`src/rtl/ectmr_pkg.sv`:
```
package ectmr_pkg;
   // operating modes
   localparam logic [2:0] MODE_INT = 3'b000;
   localparam logic [2:0] MODE_EXT = 3'b111;
   // trigger sources (decoded by the selector)
   localparam logic [2:0] TRG_P1_ANY  = 3'b100;
   localparam logic [2:0] TRG_P1_COND = 3'b101;
   localparam logic [2:0] TRG_P2_COND = 3'b110;
   // register addresses
   localparam int A_CTRL  = 0;
   localparam int A_INCFG = 1;
   localparam int A_DIV   = 2;
   localparam int A_PER   = 3;
   localparam int A_STAT  = 4;
   // bit spacing of per-pin fields in the input settings word
   localparam int CH_STRIDE = 8;
endpackage

```
`src/rtl/ectmr_in_cond.sv`:
```
module ectmr_in_cond #(
   parameter int FLT_W  = 4,
   parameter int SYNC_N = 2
) (
   input  logic             clk,
   input  logic             rst_n,
   input  logic             pin,
   input  logic [FLT_W-1:0] flt_set,
   input  logic             inv,
   output logic             any_edge,
   output logic             act_edge
);
   logic [SYNC_N-1:0] sync_q;
   logic [FLT_W-1:0]  run_q;
   logic              flt_q;
   logic              prev_q;
   logic              smp;
   logic              rise;
   logic              fall;

   always_ff @(posedge clk or negedge rst_n) begin
      if (!rst_n) sync_q <= '0;
      else        sync_q <= {sync_q[SYNC_N-2:0], pin};
   end

   assign smp = sync_q[SYNC_N-1];

   // filter: output follows the input once it differs for flt_set+1 samples
   always_ff @(posedge clk or negedge rst_n) begin
      if (!rst_n) begin
         run_q  <= '0;
         flt_q  <= 1'b0;
         prev_q <= 1'b0;
      end else begin
         prev_q <= flt_q;
         if (smp == flt_q) begin
            run_q <= '0;
         end else if (run_q >= flt_set) begin
            flt_q <= smp;
            run_q <= '0;
         end else begin
            run_q <= run_q + 1'b1;
         end
      end
   end

   assign rise     = flt_q & ~prev_q;
   assign fall     = ~flt_q & prev_q;
   assign any_edge = rise | fall;
   assign act_edge = inv ? fall : rise;
endmodule

```
`src/rtl/ectmr_prescale.sv`:
```
module ectmr_prescale #(
   parameter int DIV_W = 16
) (
   input  logic             clk,
   input  logic             rst_n,
   input  logic             tick,
   input  logic [DIV_W-1:0] div_hold,
   input  logic             reload,
   output logic             cnt_en
);
   logic [DIV_W-1:0] act_q;
   logic [DIV_W-1:0] pcnt_q;

   assign cnt_en = tick && (pcnt_q >= act_q);

   always_ff @(posedge clk or negedge rst_n) begin
      if (!rst_n) begin
         act_q  <= '0;
         pcnt_q <= '0;
      end else begin
         if (tick)   pcnt_q <= cnt_en ? '0 : pcnt_q + 1'b1;
         if (reload) act_q  <= div_hold;
      end
   end
endmodule

```
`src/rtl/ectmr_counter.sv`:
```
module ectmr_counter #(
   parameter int CNT_W = 16
) (
   input  logic             clk,
   input  logic             rst_n,
   input  logic             cnt_en,
   input  logic [CNT_W-1:0] period,
   input  logic             flag_clr,
   output logic [CNT_W-1:0] count,
   output logic             ovf_evt,
   output logic             ovf_flag
);
   assign ovf_evt = cnt_en && (count == period);

   always_ff @(posedge clk or negedge rst_n) begin
      if (!rst_n) begin
         count    <= '0;
         ovf_flag <= 1'b0;
      end else begin
         if (cnt_en)        count    <= ovf_evt ? '0 : count + 1'b1;
         if (ovf_evt)       ovf_flag <= 1'b1;
         else if (flag_clr) ovf_flag <= 1'b0;
      end
   end
endmodule

```
`src/rtl/extclk_timer.sv`:
```
module extclk_timer
   import ectmr_pkg::*;
#(
   parameter int CNT_W  = 16,
   parameter int DIV_W  = 16,
   parameter int FLT_W  = 4,
   parameter int SYNC_N = 2,
   parameter int ADDR_W = 3,
   parameter int DATA_W = 16
) (
   input  logic              clk,
   input  logic              rst_n,
   input  logic              wr_en,
   input  logic [ADDR_W-1:0] wr_addr,
   input  logic [DATA_W-1:0] wr_data,
   input  logic              ch1_in,
   input  logic              ch2_in,
   output logic [CNT_W-1:0]  count_o,
   output logic              ovf_flag_o
);
   localparam int NCH = 2;

   if (SYNC_N < 2) begin : g_bad_sync
      $error("SYNC_N must be at least 2");
   end
   if (DATA_W < CNT_W || DATA_W < DIV_W) begin : g_bad_data
      $error("DATA_W narrower than counter or divider");
   end
   if (DATA_W < CH_STRIDE + FLT_W + 1 || FLT_W > CH_STRIDE - 1) begin : g_bad_flt
      $error("filter field does not fit the input settings word");
   end
   if (ADDR_W < 3) begin : g_bad_addr
      $error("ADDR_W must be at least 3");
   end

   logic                      en_q;
   logic [2:0]                mode_q;
   logic [2:0]                trg_q;
   logic [DIV_W-1:0]          div_q;
   logic [CNT_W-1:0]          period_q;
   logic [NCH-1:0][FLT_W-1:0] flt_set_q;
   logic [NCH-1:0]            inv_q;
   logic [NCH-1:0]            pin_v;
   logic [NCH-1:0]            any_edge;
   logic [NCH-1:0]            act_edge;
   logic                      sel_edge;
   logic                      tick;
   logic                      cnt_en;
   logic                      ovf_evt;
   logic                      flag_clr;

   always_ff @(posedge clk or negedge rst_n) begin
      if (!rst_n) begin
         en_q      <= 1'b0;
         mode_q    <= MODE_INT;
         trg_q     <= '0;
         div_q     <= '0;
         period_q  <= '1;
         flt_set_q <= '0;
         inv_q     <= '0;
      end else if (wr_en) begin
         case (wr_addr)
            ADDR_W'(A_CTRL): begin
               en_q   <= wr_data[0];
               mode_q <= wr_data[3:1];
               trg_q  <= wr_data[6:4];
            end
            ADDR_W'(A_INCFG): begin
               for (int c = 0; c < NCH; c++) begin
                  flt_set_q[c] <= wr_data[c*CH_STRIDE +: FLT_W];
                  inv_q[c]     <= wr_data[c*CH_STRIDE + FLT_W];
               end
            end
            ADDR_W'(A_DIV): div_q    <= wr_data[DIV_W-1:0];
            ADDR_W'(A_PER): period_q <= wr_data[CNT_W-1:0];
            default: ;
         endcase
      end
   end

   assign flag_clr = wr_en && (wr_addr == ADDR_W'(A_STAT)) && !wr_data[0];

   assign pin_v = {ch2_in, ch1_in};

   for (genvar c = 0; c < NCH; c++) begin : g_ch
      ectmr_in_cond #(.FLT_W(FLT_W), .SYNC_N(SYNC_N)) u_cond (
         .clk     (clk),
         .rst_n   (rst_n),
         .pin     (pin_v[c]),
         .flt_set (flt_set_q[c]),
         .inv     (inv_q[c]),
         .any_edge(any_edge[c]),
         .act_edge(act_edge[c])
      );
   end

   always_comb begin
      case (trg_q)
         TRG_P1_ANY:  sel_edge = any_edge[0];
         TRG_P1_COND: sel_edge = act_edge[0];
         TRG_P2_COND: sel_edge = act_edge[1];
         default:     sel_edge = 1'b0;
      endcase
   end

   assign tick = en_q && ((mode_q == MODE_EXT) ? sel_edge : 1'b1);

   ectmr_prescale #(.DIV_W(DIV_W)) u_pre (
      .clk     (clk),
      .rst_n   (rst_n),
      .tick    (tick),
      .div_hold(div_q),
      .reload  (ovf_evt),
      .cnt_en  (cnt_en)
   );

   ectmr_counter #(.CNT_W(CNT_W)) u_cnt (
      .clk     (clk),
      .rst_n   (rst_n),
      .cnt_en  (cnt_en),
      .period  (period_q),
      .flag_clr(flag_clr),
      .count   (count_o),
      .ovf_evt (ovf_evt),
      .ovf_flag(ovf_flag_o)
   );
endmodule

```
`config.mk`:
```
export PLATFORM = sky130hd
export DESIGN_NAME = extclk_timer
export DESIGN_NICKNAME = d
export VERILOG_FILES = /design/src/rtl/ectmr_pkg.sv /design/src/rtl/ectmr_in_cond.sv /design/src/rtl/ectmr_prescale.sv /design/src/rtl/ectmr_counter.sv /design/src/rtl/extclk_timer.sv
export SDC_FILE = /design/constraint.sdc
export NUM_CORES = 1
export LEC_CHECK = 0
export BUFFER_PORTS_ARGS = -buffer_cell sky130_fd_sc_hd__buf_4
export CORE_ASPECT_RATIO = 1.5
export CORE_MARGIN = 2
export CORE_UTILIZATION = 40
export CTS_CLUSTER_SIZE = 16
export DETAILED_ROUTE_END_ITERATION = 12
export SETUP_SLACK_MARGIN = 0.5
export SLEW_MARGIN = 15
export SYNTH_ARGS = -nofsm -noshare
export SYNTH_HDL_FRONTEND = slang
export SYNTH_SLANG_ARGS = --single-unit
```
`constraint.sdc`:
```
create_clock -name clk -period 5.95 [get_ports clk]
set_input_delay 1.19 -clock clk [delete_from_list [all_inputs] [get_ports clk]]
set_output_delay 1.19 -clock clk [all_outputs]
set_load 0.005 [all_outputs]
```
==> out/summary.txt <==
======================================================================================================
Outcome                                                                                   finished clean
Crit share post-route                                                                           0.5415
Clock transition at the register clock pins on the worst setup and hold paths after CTS          50 ps
Min-delay worst type                                                                      flop to flop
Final Worst Setup Slack                                                                        2728 ps
TritonCTS clock tree                                                                             built
HPWL after detailed placement                                                                 8.704 mm
Starting DRT DRC Count                                                                             185
Horiz. Die Dim                                                                                100.6 µm
Setup_tns                                                                                         0 ps
Vias after detailed routing                                                                       3790
Global routing usage summed across all routing layers                                           0.1707
Slew Limit Fails                                                                                     0
Buffer count from post-CTS setup fixing                                                              0
Total nets after synthesis                                                                         546
Site Rows                                                                                           53
Post-route cell area                                                                          6693 µm²
Synthesis-to-layout area growth                                                                 19.45%
Vertical extent of the die                                                                    149.0 µm
Final min period                                                                               3222 ps
Buffer type at the clock tree root                                                        sky130_fd_sc_hd__clkbuf_16
Final cell count without fillers                                                                   718
Total instance count after detailed placement                                                      687
Core Area                                                                                    13860 µm²
Power Dens Cells                                                                          389.8 nW/µm²
Critical-path maximum fanout                                                                        19
Number of buffers added by the clock tree synthesis step                                            17
Number of hold violations in the final report                                                        0
Slew of the pin with the lowest slew margin                                                   891.3 ps
Maximum vdd drop                                                                           0.0001914 V
Pin count of the biggest net entering global routing                                                70
Slew headroom                                                                                   0.4036
Max-Cap Viols                                                                                        0
Number of synthesis warnings                                                                         0
Area of the mapped netlist                                                                    5603 µm²
Die outline area                                                                             14990 µm²
Global-route wire length before repair                                                        19.77 mm
Effective utilization at floorplan                                                              0.4043
Cell count after synthesis                                                                         492
Required time of the critical path                                                             6230 ps
Vias in the first global route                                                                    3879
Routed wirelength normalized by instance count                                                16.80 µm
Flop and latch count out of synthesis                                                              114
CTS H-tree depth                                                                                     4
Antenna diodes                                                                                       0
Number of different library cells in the post-synthesis netlist                                     51
Count of unresolved DRC violations after routing                                                     0
Top achievable clock speed                                                                   310.4 MHz
Maximum single-stage delay on the critical path                                                 750 ps
Count of input and output buffers                                                                   40
Category of the worst setup path capture point                                                    flop
Number of buffers inserted by hold repair at cts                                                     0
Leading register cell type out of synthesis                                               sky130_fd_sc_hd__dfrtp_1
Sum of buffers and inverters on the critical path                                                    1
Clock latency on the worst-skew pair                                                            400 ps
Fraction of the core area covered by cells at the end of the flow                               0.4829
Post-CTS sizing                                                                                      0
Count of endpoints failing setup in the final report                                                 0
Initial antenna violation count                                                                      0
Static Leak                                                                                   2.956 nW
Clock tree skew after final layout                                                            7.877 ps
Drt via density                                                                                  5.279
Final Power                                                                                   2.609 mW
Startpoint type of the worst setup path                                                           flop
Commonest non-fill, non-tap cell in the layout                                            sky130_fd_sc_hd__dfrtp_1
Setup repair after global routing missed its margin                                              false
CP max-delay cell                                                                         sky130_fd_sc_hd__or2_1
Worst path cell trace                                                                     inv_1 > ha_1 > nand2b_1 > a2111o_1 > a32o_1 > o21ai_4 > or2_1 > mux2_2
DP Worst Slack                                                                                 2746 ps
Drt first pass iters                                                                                 4
Mean cell area of the mapped netlist                                                         11.39 µm²
Sequential element share of the synthesized area                                                0.5127
Gpl congestion                                                                                  0.7964
Largest delay contributor family on the critical path                                     compound AO/OA/AOI/OAI gates
Kind of critical path                                                                     flop to flop
Post-detailed-route count of antenna-violating nets                                                  0
Data arrival at the endpoint of the critical path                                              3500 ps
Top Ports                                                                                           41
DRT Wirelength                                                                                12.06 mm
Fraction of layout cells with a size suffix above 1                                             0.2767
Clk sink count                                                                                     114
Clock buffer depth                                                                                   2
Count of flip-flops with a built-in enable after synthesis                                           0
Total overflow reported by the global router                                                         0
Worst hold slack across all endpoints                                                         344.7 ps
Number of nets in the finished design                                                              595
Fraction of synthesis flops using an asynchronous set or reset pin                               1.000
Commonest cells after routing, fill and taps aside                                        sky130_fd_sc_hd__dfrtp_1, sky130_fd_sc_hd__mux2_2, sky130_fd_sc_hd__buf_4, sky130_fd_sc_hd__nand2_1, sky130_fd_sc_hd__nor2_1
Standard cell area after detailed placement                                                   6060 µm²
======================================================================================================
[synth_stat cells, types with 2 or more instances]
library cell,count,area share
sky130_fd_sc_hd__o21ai_0,34,0.030
sky130_fd_sc_hd__a21oi_1,14,0.013
sky130_fd_sc_hd__inv_1,34,0.023
sky130_fd_sc_hd__and3_1,4,0.0045
sky130_fd_sc_hd__nand3_1,13,0.012
sky130_fd_sc_hd__nand4_1,10,0.011
sky130_fd_sc_hd__and2b_1,4,0.0054
sky130_fd_sc_hd__o21a_1,2,0.0027
sky130_fd_sc_hd__xnor2_1,28,0.044
sky130_fd_sc_hd__nor2_1,35,0.023
sky130_fd_sc_hd__nand2_1,35,0.023
sky130_fd_sc_hd__a31oi_1,2,0.0022
sky130_fd_sc_hd__and2_1,3,0.0034
sky130_fd_sc_hd__nor4_1,3,0.0034
sky130_fd_sc_hd__mux2_4,9,0.024
sky130_fd_sc_hd__mux2_2,50,0.10
sky130_fd_sc_hd__or3_1,2,0.0022
sky130_fd_sc_hd__xor2_1,4,0.0063
sky130_fd_sc_hd__a21o_1,4,0.0054
sky130_fd_sc_hd__nand2b_1,7,0.0078
sky130_fd_sc_hd__and4_1,2,0.0031
sky130_fd_sc_hd__o31ai_1,9,0.012
sky130_fd_sc_hd__or4_1,2,0.0027
sky130_fd_sc_hd__dfrtp_1,98,0.44
sky130_fd_sc_hd__buf_6,3,0.0060
sky130_fd_sc_hd__dfstp_2,16,0.075
sky130_fd_sc_hd__ha_1,30,0.067
sky130_fd_sc_hd__clkbuf_1,9,0.0060
sky130_fd_sc_hd__o41ai_1,4,0.0063
[where the power goes]
| part | switching (mW) | leakage [nW] | internal, mW | total [mW] |
|---|---|---|---|---|
| clock network | 0.344 | 0.299 | 0.750 | 1.09 |
| logic | 0.242 | 1.21 | 0.226 | 0.468 |
| registers | 0.124 | 1.44 | 0.923 | 1.05 |
| total | 0.710 | 2.96 | 1.90 | 2.61 |
[worst register-to-register path, stage by stage (launching register included)]
cell                       delay (ps)
sky130_fd_sc_hd__dfrtp_1          400
sky130_fd_sc_hd__inv_1             70
sky130_fd_sc_hd__ha_1             290
sky130_fd_sc_hd__nand2b_1         140
sky130_fd_sc_hd__a2111o_1         390
sky130_fd_sc_hd__a32o_1           260
sky130_fd_sc_hd__o21ai_4          380
sky130_fd_sc_hd__or2_1            750
sky130_fd_sc_hd__mux2_2           420
[sequential cells by signal, summed over array words and instances (netlist names)]
signal,flops
u_pre.act_q,16
flt_set_q,8
u_pre.pcnt_q,16
g_ch.u_cond.run_q,8
g_ch.u_cond.flt_q,2
period_q,16
u_cnt.ovf_flag,1
g_ch.u_cond.sync_q,4
u_cnt.count,16
div_q,16
g_ch.u_cond.prev_q,2
mode_q,3
inv_q,2
en_q,1
trg_q,3
[routing by layer]
layer	vias up	global-route usage	share of wire
li1	1823	-	-
met1	1876	0.2028	0.42
met2	71	0.2983	0.53
met3	20	0.03561	0.028
met4	0	0.06712	0.020
met5	-	0	0
[kinds of logic after synthesis]
logic type | count (synthesis) | synth area share
DFF | 114 | 0.5127
muxes | 60 | 0.1264
xor gates and xnor gates | 32 | 0.05002
and+or+nand+nor | 129 | 0.1172
AOI/OAI and AO/OA | 79 | 0.09022
buffers and inverters | 48 | 0.03640
adders and majority gates | 30 | 0.06699
[final cells by class]
type	instances	area, µm²
well taps	165	206.4
clock inverters	10	182.7
clock buffers	21	450.4
inverters	35	131.4
multi-input cells	330	2526
flip-flops and latches	114	2873
fillers	1238	7167
repair buffers	43	322.8
[final timing paths]
path / start / end / slack (ps) / cells past startpoint
min reg2reg: g_ch[0].u_cond.sync_q[0] / g_ch[0].u_cond.sync_q[1] / 340 / 0
min: g_ch[0].u_cond.sync_q[0] / g_ch[0].u_cond.sync_q[1] / 340 / 0
min in group asynchronous: rst_n / u_pre.pcnt_q[12] / 900 / 1
max: u_pre.pcnt_q[0] / u_pre.act_q[0] / 2730 / 8
max reg2reg: u_pre.pcnt_q[0] / u_pre.act_q[0] / 2730 / 8
max in group asynchronous: rst_n / u_cnt.count[2] / 3930 / 2
(Power assumes the default switching activity.)
